### config.mk
export PLATFORM = sky130hd
export DESIGN_NAME = branch_resolve_unit
export DESIGN_NICKNAME = d
export VERILOG_FILES = /design/src/rtl/bru_pkg.sv /design/src/rtl/bru_compare.sv /design/src/rtl/bru_target.sv /design/src/rtl/bru_hazard.sv /design/src/rtl/bru_counters.sv /design/src/rtl/branch_resolve_unit.sv
export SDC_FILE = /design/constraint.sdc
export NUM_CORES = 1
export LEC_CHECK = 0
export ABC_AREA = 1
export BUFFER_PORTS_ARGS = -buffer_cell sky130_fd_sc_hd__buf_2
export CAP_MARGIN = 20
export CORE_ASPECT_RATIO = 1.1
export CORE_MARGIN = 5
export CORE_UTILIZATION = 44
export CTS_CLUSTER_DIAMETER = 200
export DETAILED_ROUTE_END_ITERATION = 6
export PLACE_DENSITY = 0.79
export SYNTH_ARGS = -nofsm -noshare
export SYNTH_HDL_FRONTEND = slang
export SYNTH_SLANG_ARGS = --single-unit
### constraint.sdc
create_clock -name clk -period 2.35 [get_ports clk]
set_input_delay 0.47 -clock clk [delete_from_list [all_inputs] [get_ports clk]]
set_output_delay 0.47 -clock clk [all_outputs]
set_load 0.01 [all_outputs]
### src/rtl/bru_pkg.sv
package bru_pkg;
  typedef enum logic [1:0] {
    BR_NONE  = 2'b00,
    BR_MATCH = 2'b01,
    BR_DIFF  = 2'b10,
    BR_RSVD  = 2'b11
  } br_kind_t;
endpackage

### src/rtl/bru_compare.sv
module bru_compare #(
  parameter int XLEN = 32
) (
  input  bru_pkg::br_kind_t kind,
  input  logic [XLEN-1:0]   opnd_a,
  input  logic [XLEN-1:0]   opnd_b,
  output logic              is_branch,
  output logic              cond_true
);
  logic same;
  assign same = (opnd_a == opnd_b);

  always_comb begin
    is_branch = 1'b0;
    cond_true = 1'b0;
    unique case (kind)
      bru_pkg::BR_MATCH: begin is_branch = 1'b1; cond_true = same;  end
      bru_pkg::BR_DIFF:  begin is_branch = 1'b1; cond_true = !same; end
      default:           begin is_branch = 1'b0; cond_true = 1'b0;  end
    endcase
  end
endmodule

### src/rtl/bru_target.sv
module bru_target #(
  parameter int XLEN  = 32,
  parameter int OFF_W = 16
) (
  input  logic [XLEN-1:0]  pc_next,
  input  logic [OFF_W-1:0] offset,
  output logic [XLEN-1:0]  target
);
  localparam int EXT_W = XLEN - OFF_W - 2;
  logic [XLEN-1:0] disp;
  assign disp   = {{EXT_W{offset[OFF_W-1]}}, offset, 2'b00};
  assign target = pc_next + disp;
endmodule

### src/rtl/bru_hazard.sv
module bru_hazard #(
  parameter int REG_W = 5
) (
  input  logic             active,
  input  logic [REG_W-1:0] src_a,
  input  logic [REG_W-1:0] src_b,
  input  logic             exe_wr_en,
  input  logic [REG_W-1:0] exe_dst,
  input  logic             mem_wr_en,
  input  logic             mem_is_load,
  input  logic [REG_W-1:0] mem_dst,
  output logic             hold
);
  localparam int NSRC = 2;
  logic [REG_W-1:0] srcs [NSRC];
  logic [NSRC-1:0]  hit;

  assign srcs[0] = src_a;
  assign srcs[1] = src_b;

  for (genvar s = 0; s < NSRC; s++) begin : g_src
    logic nonzero, exe_hit, mem_hit;
    assign nonzero = (srcs[s] != '0);
    assign exe_hit = exe_wr_en && (exe_dst == srcs[s]);
    assign mem_hit = mem_wr_en && mem_is_load && (mem_dst == srcs[s]);
    assign hit[s]  = nonzero && (exe_hit || mem_hit);
  end

  assign hold = active && (|hit);
endmodule

### src/rtl/bru_counters.sv
module bru_counters #(
  parameter int CNT_W = 16
) (
  input  logic             clk,
  input  logic             rst_n,
  input  logic             taken_ev,
  input  logic             stall_ev,
  output logic [CNT_W-1:0] taken_cnt,
  output logic [CNT_W-1:0] stall_cnt
);
  always_ff @(posedge clk) begin
    if (!rst_n) begin
      taken_cnt <= '0;
      stall_cnt <= '0;
    end else begin
      if (taken_ev) taken_cnt <= taken_cnt + 1'b1;
      if (stall_ev) stall_cnt <= stall_cnt + 1'b1;
    end
  end
endmodule

### src/rtl/branch_resolve_unit.sv
module branch_resolve_unit #(
  parameter int XLEN  = 32,
  parameter int OFF_W = 16,
  parameter int REG_W = 5,
  parameter int CNT_W = 16
) (
  input  logic             clk,
  input  logic             rst_n,
  input  logic [1:0]       dec_kind,
  input  logic [XLEN-1:0]  dec_pc_next,
  input  logic [OFF_W-1:0] dec_offset,
  input  logic [REG_W-1:0] dec_src_a,
  input  logic [REG_W-1:0] dec_src_b,
  input  logic [XLEN-1:0]  dec_opnd_a,
  input  logic [XLEN-1:0]  dec_opnd_b,
  input  logic             exe_wr_en,
  input  logic [REG_W-1:0] exe_dst,
  input  logic             mem_wr_en,
  input  logic             mem_is_load,
  input  logic [REG_W-1:0] mem_dst,
  output logic             redirect,
  output logic [XLEN-1:0]  redirect_pc,
  output logic             flush_fetch,
  output logic             stall,
  output logic [CNT_W-1:0] taken_count,
  output logic [CNT_W-1:0] stall_count
);
  bru_pkg::br_kind_t kind;
  logic is_branch, cond_true, hold, resolve_taken;

  assign kind = bru_pkg::br_kind_t'(dec_kind);

  bru_compare #(.XLEN(XLEN)) u_cmp (
    .kind(kind), .opnd_a(dec_opnd_a), .opnd_b(dec_opnd_b),
    .is_branch(is_branch), .cond_true(cond_true)
  );

  bru_target #(.XLEN(XLEN), .OFF_W(OFF_W)) u_tgt (
    .pc_next(dec_pc_next), .offset(dec_offset), .target(redirect_pc)
  );

  bru_hazard #(.REG_W(REG_W)) u_haz (
    .active(is_branch), .src_a(dec_src_a), .src_b(dec_src_b),
    .exe_wr_en(exe_wr_en), .exe_dst(exe_dst),
    .mem_wr_en(mem_wr_en), .mem_is_load(mem_is_load), .mem_dst(mem_dst),
    .hold(hold)
  );

  // Stall wins: no decision until operands are final.
  assign resolve_taken = is_branch && cond_true && !hold;
  assign redirect      = resolve_taken;
  assign flush_fetch   = resolve_taken;
  assign stall         = hold;

  bru_counters #(.CNT_W(CNT_W)) u_cnt (
    .clk(clk), .rst_n(rst_n),
    .taken_ev(resolve_taken), .stall_ev(hold),
    .taken_cnt(taken_count), .stall_cnt(stall_count)
  );
endmodule

# Yosys cells after proc, flatten, opt, wreduce, memory -nomap -nowiden
# Index checks and enable logic that the tools add are counted.
[classes] addsub=3 multipliers=0 div_mod_pow=0 n_lt_le_gt_ge=0 eq_ne=7 shift=0 mux=2 bitwise_logic=0 reduce_logical=18
[ops] cell="adder 16 x 1 -> 16 bit (second input constant)" n=2
[ops] cell="adder 32 bit" n=1
[ops] cell="== test 32 bit" n=1
[ops] cell="== test 5 bit" n=4
[ops] cell="logical AND 1 bit" n=10
[ops] cell="nonzero test 5 bit" n=2
[ops] cell="OR reduction 2 bit" n=2
[ops] cell="== test 2 x 1 -> 1 bit (second input constant)" n=1
[ops] cell="== test 2 bit (second input constant)" n=1
[ops] cell="zero test 1 bit" n=2
[ops] cell="logical OR 1 bit" n=2
[ops] cell="case mux 1 bit (2 select lines)" n=1
[ops] cell="two-way mux 1 bit" n=1
[totals] register_bits=32 latchBits=0 mem_bits_rw=0 mem_bits_ro=0 inputBits=139 output_inout_bits=67 word_cells=32 mem_count=0

# Depth between registers and ports, before layout
# Gate-level depths: netlist of the first run.
[logic_depth] ltp_word=8 ltp_mapped=13

# By module
# A second synthesis of the first run with hierarchy kept.
[unflattened] cells_unflattened=899 area_unflattened_um2=4872.2
[modules_own_cells] mod="bru_target" instances=1 cells_per_inst=448 area_per_inst_um2=2245.9
[modules_own_cells] mod="bru_counters" instances=1 cells_per_inst=236 area_per_inst_um2=1650.3
[modules_own_cells] mod="bru_compare" instances=1 cells_per_inst=107 area_per_inst_um2=540.5
[modules_own_cells] mod="bru_hazard" instances=1 cells_per_inst=105 area_per_inst_um2=417.9
[modules_own_cells] mod="branch_resolve_unit" instances=1 cells_per_inst=3 area_per_inst_um2=17.5

# Worst setup path after synthesis of the first run
# Ideal clock, no wire load.
[synth_timing] kind="input to output" start="in dec_pc_next[2]" end="out redirect_pc[30]" t_arrival_ns=2.004 required_time_ns=1.880 slack_ns=-0.124 path_stages=12 cell_sequence="ha_1 -> inv_1 -> fa_1 -> o21ai_1 -> nand2_1 -> nand2_2 -> a21oi_1 -> o21ai_1 -> nand2_1 -> nand2_1 -> nand2_1 -> nand2_1"
[synth_via] elab_chain_cells=1
[synth_rtl] item="start, declared" line="branch_resolve_unit.sv:10" source="input logic [XLEN-1:0] dec_pc_next,"
[synth_rtl] item="adder 32 bit" line="bru_target.sv:12" source="assign target = pc_next + disp;"
[synth_rtl] item="end, declared" line="branch_resolve_unit.sv:22" source="output logic [XLEN-1:0] redirect_pc,"
# No other way between the ends.

# Worst setup path after layout of the first run
[layout_timing] start="in dec_pc_next[3]" end="out redirect_pc[20]"
# The elaborated chain is that of the path after synthesis.

==> summary.md, run 1 <==
| Metric | Value |
|---|---|
| Status | `complete, but fails checks` |
| Failing checks | `negative setup slack` |
| Die height | `114 um` |
| Placed standard-cell area | `0.00598 mm^2` |
| Seq/Total Area, Yosys | `14.7%` |
| Final non-filler cell total | `1146` |
| MaxCap Viol Count | `0` |
| WP data required | `1.88 ns` |
| Post-Syn Area | `0.00437 mm^2` |
| Starting Density | `44.6%` |
| Ys flop type | `dfxtp_1` |
| Leak | `3.55 nW` |
| Max clock buf depth | `2` |
| R2r startpoint | `u_cnt.taken_cnt[0]` |
| Fin Setup TNS | `-4.14 ns` |
| Antenna Cells | `0` |
| Hold Crit Class | `reg2reg` |
| Area of the multi-input gates | `0.00426 mm^2` |
| # IOs | `206` |
| Clk_lat worst skew | `0.29 ns` |
| EDFF count, synth | `0` |
| TritonCTS Buffers | `5` |
| Most common cell after layout, fill and taps aside | `nand2_1` |
| CTS Hold Buffers Added | `0` |
| Part of the cycle the worst path needs | `115%` |
| Fraction of layout cells with a size suffix above 1 | `45.2%` |
| RSZ-0062 raised after global routing | `yes` |
| WHS | `0.497 ns` |
| GP Congestion | `0.993` |
| Final worst setup slack | `-0.349 ns` |
| Rows | `38` |
| First-pass GRT wire length | `26.5 mm` |
| DRT Wirelength | `18.8 mm` |
| Crit path capture type | `primary output` |
| Die W | `105 um` |
| Critical path type | `in2out` |
| Area Overhead vs Synth | `66.4%` |
| Vias in the first global route | `5886` |
| DR DRC count | `0` |
| CTS tree | `yes` |
| Area leader, netlist | `nand2_1` |
| Cell variety after synth | `38` |
| CP Max Fanout | `4` |
| Number of port buffers | `201` |
| Final ANT Viol Nets | `0` |
| H-tree levels | `2` |
| Initial DRT Pass Iterations | `6` |
| Clock skew | `0.00930 ns` |
| Yosys Warn Count | `0` |
| Crit-path slowest cell | `fa_2` |
| Layout Nets | `1198` |
| Seq. cell area | `641 um^2` |
| FMAX | `371 MHz` |
| CP Launch Type | `input pin` |
| Slew @ Worst Pin | `0.797 ns` |
| Post-Syn Nets | `915` |
| Placed cell count | `1121` |
| Area contributors post-synth | `nand2_1 (20%), dfxtp_1 (15%), ha_1 (9.5%), xnor2_1 (9.0%), inv_1 (7.2%)` |
| Slew Viols, Final | `0` |
| Hold Path Origin | `u_cnt.stall_cnt[2]` |
| Synthesized netlist cell count | `742` |
| Fill count | `714` |
| R2r setup slk | `0.62 ns` |
| Max VDD drop | `0.234 mV` |
| DR WL/cell | `16.4 um` |
| Iter 0 DRT Violations | `525` |
| Worst EP arrival | `2.23 ns` |
| DP Worst Slack | `-0.404 ns` |
| Post-synth top area share | `20.3%` |
| Syn Area/Cell | `5.88 um^2` |
| Die area | `0.0120 mm^2` |
| FF+latch count, synth | `32` |
| Synth async-reset ratio | `0%` |
| Worst-path clk slew | `0.07 ns` |
| Largest net degree at the start of global routing | `22` |
| Hold Violations, Final | `0` |
| Via density | `5.46` |
| Most frequent cells in the layout | `nand2_1 (204), buf_2 (192), buf_4 (84)` |
| Dpl hpwl | `11.8 mm` |
| Crit path launch | `dec_pc_next[3]` |
| Core area | `0.00979 mm^2` |
| Final worst path period need | `2.70 ns` |
| Initial antenna violation count | `0` |
| Crit-path cells | `buf_2 -> inv_1 -> fa_2 -> o21ai_2 -> nand2_2 -> nand2_4 -> nand2_4 -> a21oi_4 -> nand2_2 -> nor2_2 -> nor2_1 -> nand2_1 -> nand2_1 -> buf_2` |
| Total GRT Usage | `26.2%` |
| Via count | `6255` |
| CTS Sinks | `32` |
| Setup violators final | `22` |
| Clock root buffer | `clkbuf_8` |
| PwrDens | `366 mW/mm^2` |
| Design Area, Final | `0.00726 mm^2` |
| Overflow after GRT | `0` |
| Worst slew margin | `46.8%` |
| Max incr delay on CP | `0.40 ns` |
[per-layer routing]
layer / GRT usage, % / wire [um] / vias up
met3: 3.50 / 1450 / 136
met2: 50.3 / 9490 / 412
met5: 0 / 0 / -
li1: - / - / 2936
met1: 28.1 / 6520 / 2771
met4: 12.5 / 1370 / 0
[sequential cells by signal (all words and copies together), names as in the netlist]
name and cells:
u_cnt.stall_cnt 16, u_cnt.taken_cnt 16
[worst max-delay path, delay by kind of cell]
family,cells,cell delay (ns)
compound gates,2,0.36
fa+ha+maj,1,0.40
buf+inv,3,0.34
simple gates,8,0.67
[layout make-up]
class,count,area share (%)
well taps,120,2.07
clock buffers,6,0.999
inverters,90,4.69
repair buffers,287,24.3
flip-flops and latches,32,8.82
multi-input cells,609,58.6
clock inverters,2,0.482
[where the power goes]
part           total, mW  internal, mW  leakage [nW]  switching [mW]
sequential         0.552         0.546         0.258         0.00596
clock              0.528         0.315        0.0552           0.213
combinational       1.58         0.735          3.24           0.842
total               2.66          1.60          3.55            1.06
[through the flow]
stage / utilization, % / power (mW)
global placement: 61.1 / 1.67
finish: 74.1 / 2.66
floorplan: - / 1.16
CTS: 70.1 / 2.42
global route: 74.1 / 2.78
detailed placement: 61.1 / 1.67
[logic make-up after synthesis]
kind of cell / after synthesis / share of synthesized area (%)
compound gates: 106 / 13.8
simple gates: 400 / 38.2
flops: 32 / 14.7
fa+ha+maj: 34 / 9.92
buf+inv: 101 / 9.57
xor+xnor: 69 / 13.8
[cells in the mapped netlist (8+ instances only)]
master and number:
nand2_1 236, inv_1 84, nor2_1 76, a21oi_1 57, nand3_1 46, xnor2_1 45, ha_1 33, dfxtp_1 32
xor2_1 24, o21ai_0 21, nor3_1 17, nand2_2 9, a21oi_2 8
[repair_timing]
action | 4_1_cts | 5_1_grt
cloned | 1 | 0
gates resized for setup | 122 | 76
buffers inserted | 8 | 8
endpoints found under the setup margin | 23 | 24
endpoints found under the hold margin | 0 | 0
pin swaps | 38 | 43
[worst paths after layout]
check	end	depth (start not counted)
max	redirect_pc[20]	14
min	u_cnt.stall_cnt[2]	2
max reg2reg	u_cnt.taken_cnt[14]	7
min reg2reg	u_cnt.stall_cnt[2]	2
Note: power is estimated with default switching activity, not from simulation.
==> run 2: changes to the inputs <==
==> constraint.sdc (replaced) <==
create_clock -name clk -period 2.35 [get_ports clk]
set_input_delay 0.705 -clock clk [delete_from_list [all_inputs] [get_ports clk]]
set_output_delay 0.705 -clock clk [all_outputs]
set_load 0.01 [all_outputs]
==> summary.md, run 2 (synthesized netlist as in run 1, its figures left out) <==
| Metric | Value |
|---|---|
| Worst-path clk slew | `0.07 ns (about the same)` |
| Die height | `114 um (unchanged)` |
| Met2 WL post-DR | `9.24 mm (was 9.49 mm)` |
| Initial antenna violation count | `0 (unchanged)` |
| Clock root buffer | `clkbuf_8 (unchanged)` |
| Slew @ Worst Pin | `0.380 ns (was 0.797 ns)` |
| Slew Viols, Final | `0 (unchanged)` |
| Design Area, Final | `0.00748 mm^2 (was 0.00726 mm^2)` |
| Most common cell after layout, fill and taps aside | `nand2_1 (unchanged)` |
| PwrDens | `356 mW/mm^2 (was 366 mW/mm^2)` |
| Leak | `3.61 nW (was 3.55 nW)` |
| Initial DRT Pass Iterations | `5 (was 6)` |
| Clk_lat worst skew | `0.28 ns (was 0.29 ns)` |
| Total GRT Usage | `24.6% (was 26.2%)` |
| Hold Crit Class | `reg2reg (unchanged)` |
| Fraction of layout cells with a size suffix above 1 | `47.4% (was 45.2%)` |
| Die area | `0.0120 mm^2 (unchanged)` |
| Core area | `0.00979 mm^2 (unchanged)` |
| CP bufs+invs | `4 (was 3)` |
| Critical path type | `in2out (unchanged)` |
| Largest net degree at the start of global routing | `27 (was 22)` |
| Crit-path cells | `buf_8 -> ha_4 -> inv_2 -> fa_2 -> o21ai_2 -> nand2_1 -> nand2_2 -> a21oi_4 -> o21ai_4 -> buf_4 -> xor2_2 -> buf_2 (was buf_2 -> inv_1 -> fa_2 -> o21ai_2 -> nand2_2 -> nand2_4 -> nand2_4 -> a21oi_4 -> nand2_2 -> nor2_2 -> nor2_1 -> nand2_1 -> nand2_1 -> buf_2)` |
| Final ANT Viol Nets | `0 (unchanged)` |
| Failing checks | `negative setup slack (unchanged)` |
| Overflow after GRT | `0 (unchanged)` |
| Clock share of power | `19.7% (was 19.9%)` |
| Internal Dissipation | `1.64 mW (was 1.60 mW)` |
| Top sig layer | `met4 (unchanged)` |
| Metal3 WL | `1.07 mm (was 1.45 mm)` |
| Clock skew | `0.00779 ns (was 0.00930 ns)` |
| DR WL/cell | `15.2 um (was 16.4 um)` |
| Top Registers | `u_cnt.stall_cnt x16, u_cnt.taken_cnt x16 (unchanged)` |
| Top delay family on crit path | `adder cells (was simple AND/OR/NAND/NOR gates)` |
| CTS Hold Buffers Added | `0 (unchanged)` |
| H-tree levels | `2 (unchanged)` |
| Combinational share of power | `59.6% (was 59.3%)` |
| Worst slew margin | `74.6% (was 46.8%)` |
| Part of the cycle the worst path needs | `135% (was 115%)` |
| Sw frac | `38.4% (was 40.0%)` |
| Crit path capture type | `primary output (unchanged)` |
| Area of the multi-input gates | `0.00430 mm^2 (was 0.00426 mm^2)` |
| DP Worst Slack | `-0.777 ns (was -0.404 ns)` |
| Placed standard-cell area | `0.00649 mm^2 (was 0.00598 mm^2)` |
| Antenna Cells | `0 (unchanged)` |
| Final worst setup slack | `-0.816 ns (was -0.349 ns)` |
| Max VDD drop | `0.241 mV (was 0.234 mV)` |
| Seq. cell area | `641 um^2 (unchanged)` |
| First-pass GRT wire length | `25.0 mm (was 26.5 mm)` |
| Setup violators final | `31 (was 22)` |
| Psw | `1.02 mW (was 1.06 mW)` |
| Die W | `105 um (unchanged)` |
| Most frequent cells in the layout | `nand2_1 (203), buf_2 (165), buf_4 (84) (was nand2_1 (204), buf_2 (192), buf_4 (84))` |
| CP Launch Type | `input pin (unchanged)` |
| GP Congestion | `0.946 (was 0.993)` |
| Dpl hpwl | `12.6 mm (was 11.8 mm)` |
| Sequential power share | `20.7% (was 20.8%)` |
| Area Overhead vs Synth | `71.3% (was 66.4%)` |
| Worst EP arrival | `2.46 ns (was 2.23 ns)` |
| Fill count | `673 (was 714)` |
| Starting Density | `44.6% (unchanged)` |
| RSZ-0062 raised after global routing | `yes (unchanged)` |
| CTS Sinks | `32 (unchanged)` |
| Number of port buffers | `201 (unchanged)` |
| TritonCTS Buffers | `5 (unchanged)` |
| Vias in the first global route | `5708 (was 5886)` |
| FMAX | `316 MHz (was 371 MHz)` |
| # IOs | `206 (unchanged)` |
| Rows | `38 (unchanged)` |
| MaxCap Viol Count | `0 (unchanged)` |
| Layout Nets | `1199 (was 1198)` |
| DRT Wirelength | `17.4 mm (was 18.8 mm)` |
| Via density | `5.22 (was 5.46)` |
| Max clock buf depth | `2 (unchanged)` |
| Iter 0 DRT Violations | `295 (was 525)` |
| Hold Violations, Final | `0 (unchanged)` |
| CP Max Fanout | `3 (was 4)` |
| Max incr delay on CP | `0.37 ns (was 0.40 ns)` |
| Crit-path slowest cell | `fa_2 (unchanged)` |
| WP data required | `1.64 ns (was 1.88 ns)` |
| Via count | `5991 (was 6255)` |
| Final worst path period need | `3.17 ns (was 2.70 ns)` |
| Status | `complete, but fails checks (unchanged)` |
| DR DRC count | `0 (unchanged)` |
| CTS tree | `yes (unchanged)` |
| Met1 Wirelength | `6.18 mm (was 6.52 mm)` |
-- run 2: changes by cell type in the layout (fill, tap and decap cells not counted), sizes merged --
cell / before / now
clkbuf: 6 / 7
-- run 2: tightest hold or removal path: cells and delay by family, from the launching register on --
kind / cells / cell delay (ns)
flip-flops: 1 / 0.34
AO/OA/AOI/OAI: 1 / 0.05
buffers and inverters: 1 / 0.06
-- run 2: final cells by class --
type                    instances  area share [%]
clock buffers                   6           0.971
inverters                      90            4.62
repair buffers                288            25.9
clock inverters                 2           0.469
multi-input cells             609            57.5
flip-flops and latches         32            8.57
well taps                     120            2.01
-- run 2: power groups by stage --
stage	registers [mW]	logic (mW)	clock network [mW]
floorplan	0.565	0.720	0
detailed placement	0.564	1.27	0
global route	0.552	1.70	0.556
finish	0.552	1.59	0.524
CTS	0.552	1.39	0.533
global placement	0.564	1.24	0
-- run 2: what timing repair did --
item	in CTS	in global routing
resized for setup	77	84
buffers inserted	2	16
pin swaps	57	74
cloned	0	1
setup endpoints to repair	31	32
-- run 2: metrics by stage --
step,hold WS [ns],std cells,utilization (%),TNS (ns),total power [mW]
final,0.486,1147,76.3,-16.41,2.66
after global placement,0.461,1121,66.3,-15.70,1.81
after CTS,0.488,1130,71.5,-13.61,2.48
after floorplan,0.488,742,-,-6.15,1.29
after global routing,0.518,1147,76.3,-18.49,2.81
after detailed placement,0.475,1121,66.3,-16.47,1.83
-- run 2: path summary, 6_finish.rpt --
kind	start	end	slack, ns	cells past startpoint
worst max-delay path	dec_pc_next[2]	redirect_pc[14]	-0.82	12
worst min register to register	u_cnt.stall_cnt[2]	u_cnt.stall_cnt[2]	0.49	2
worst min-delay path	u_cnt.stall_cnt[2]	u_cnt.stall_cnt[2]	0.49	2
worst max register to register	u_cnt.taken_cnt[0]	u_cnt.taken_cnt[14]	0.62	7
-- run 2: metal layers --
| layer | up-vias | track usage, % |
|---|---|---|
| met2 | 276 | 48.4 |
| met5 | - | 0 |
| met3 | 71 | 3.95 |
| met1 | 2706 | 25.5 |
| met4 | 0 | 9.97 |
| li1 | 2938 | - |
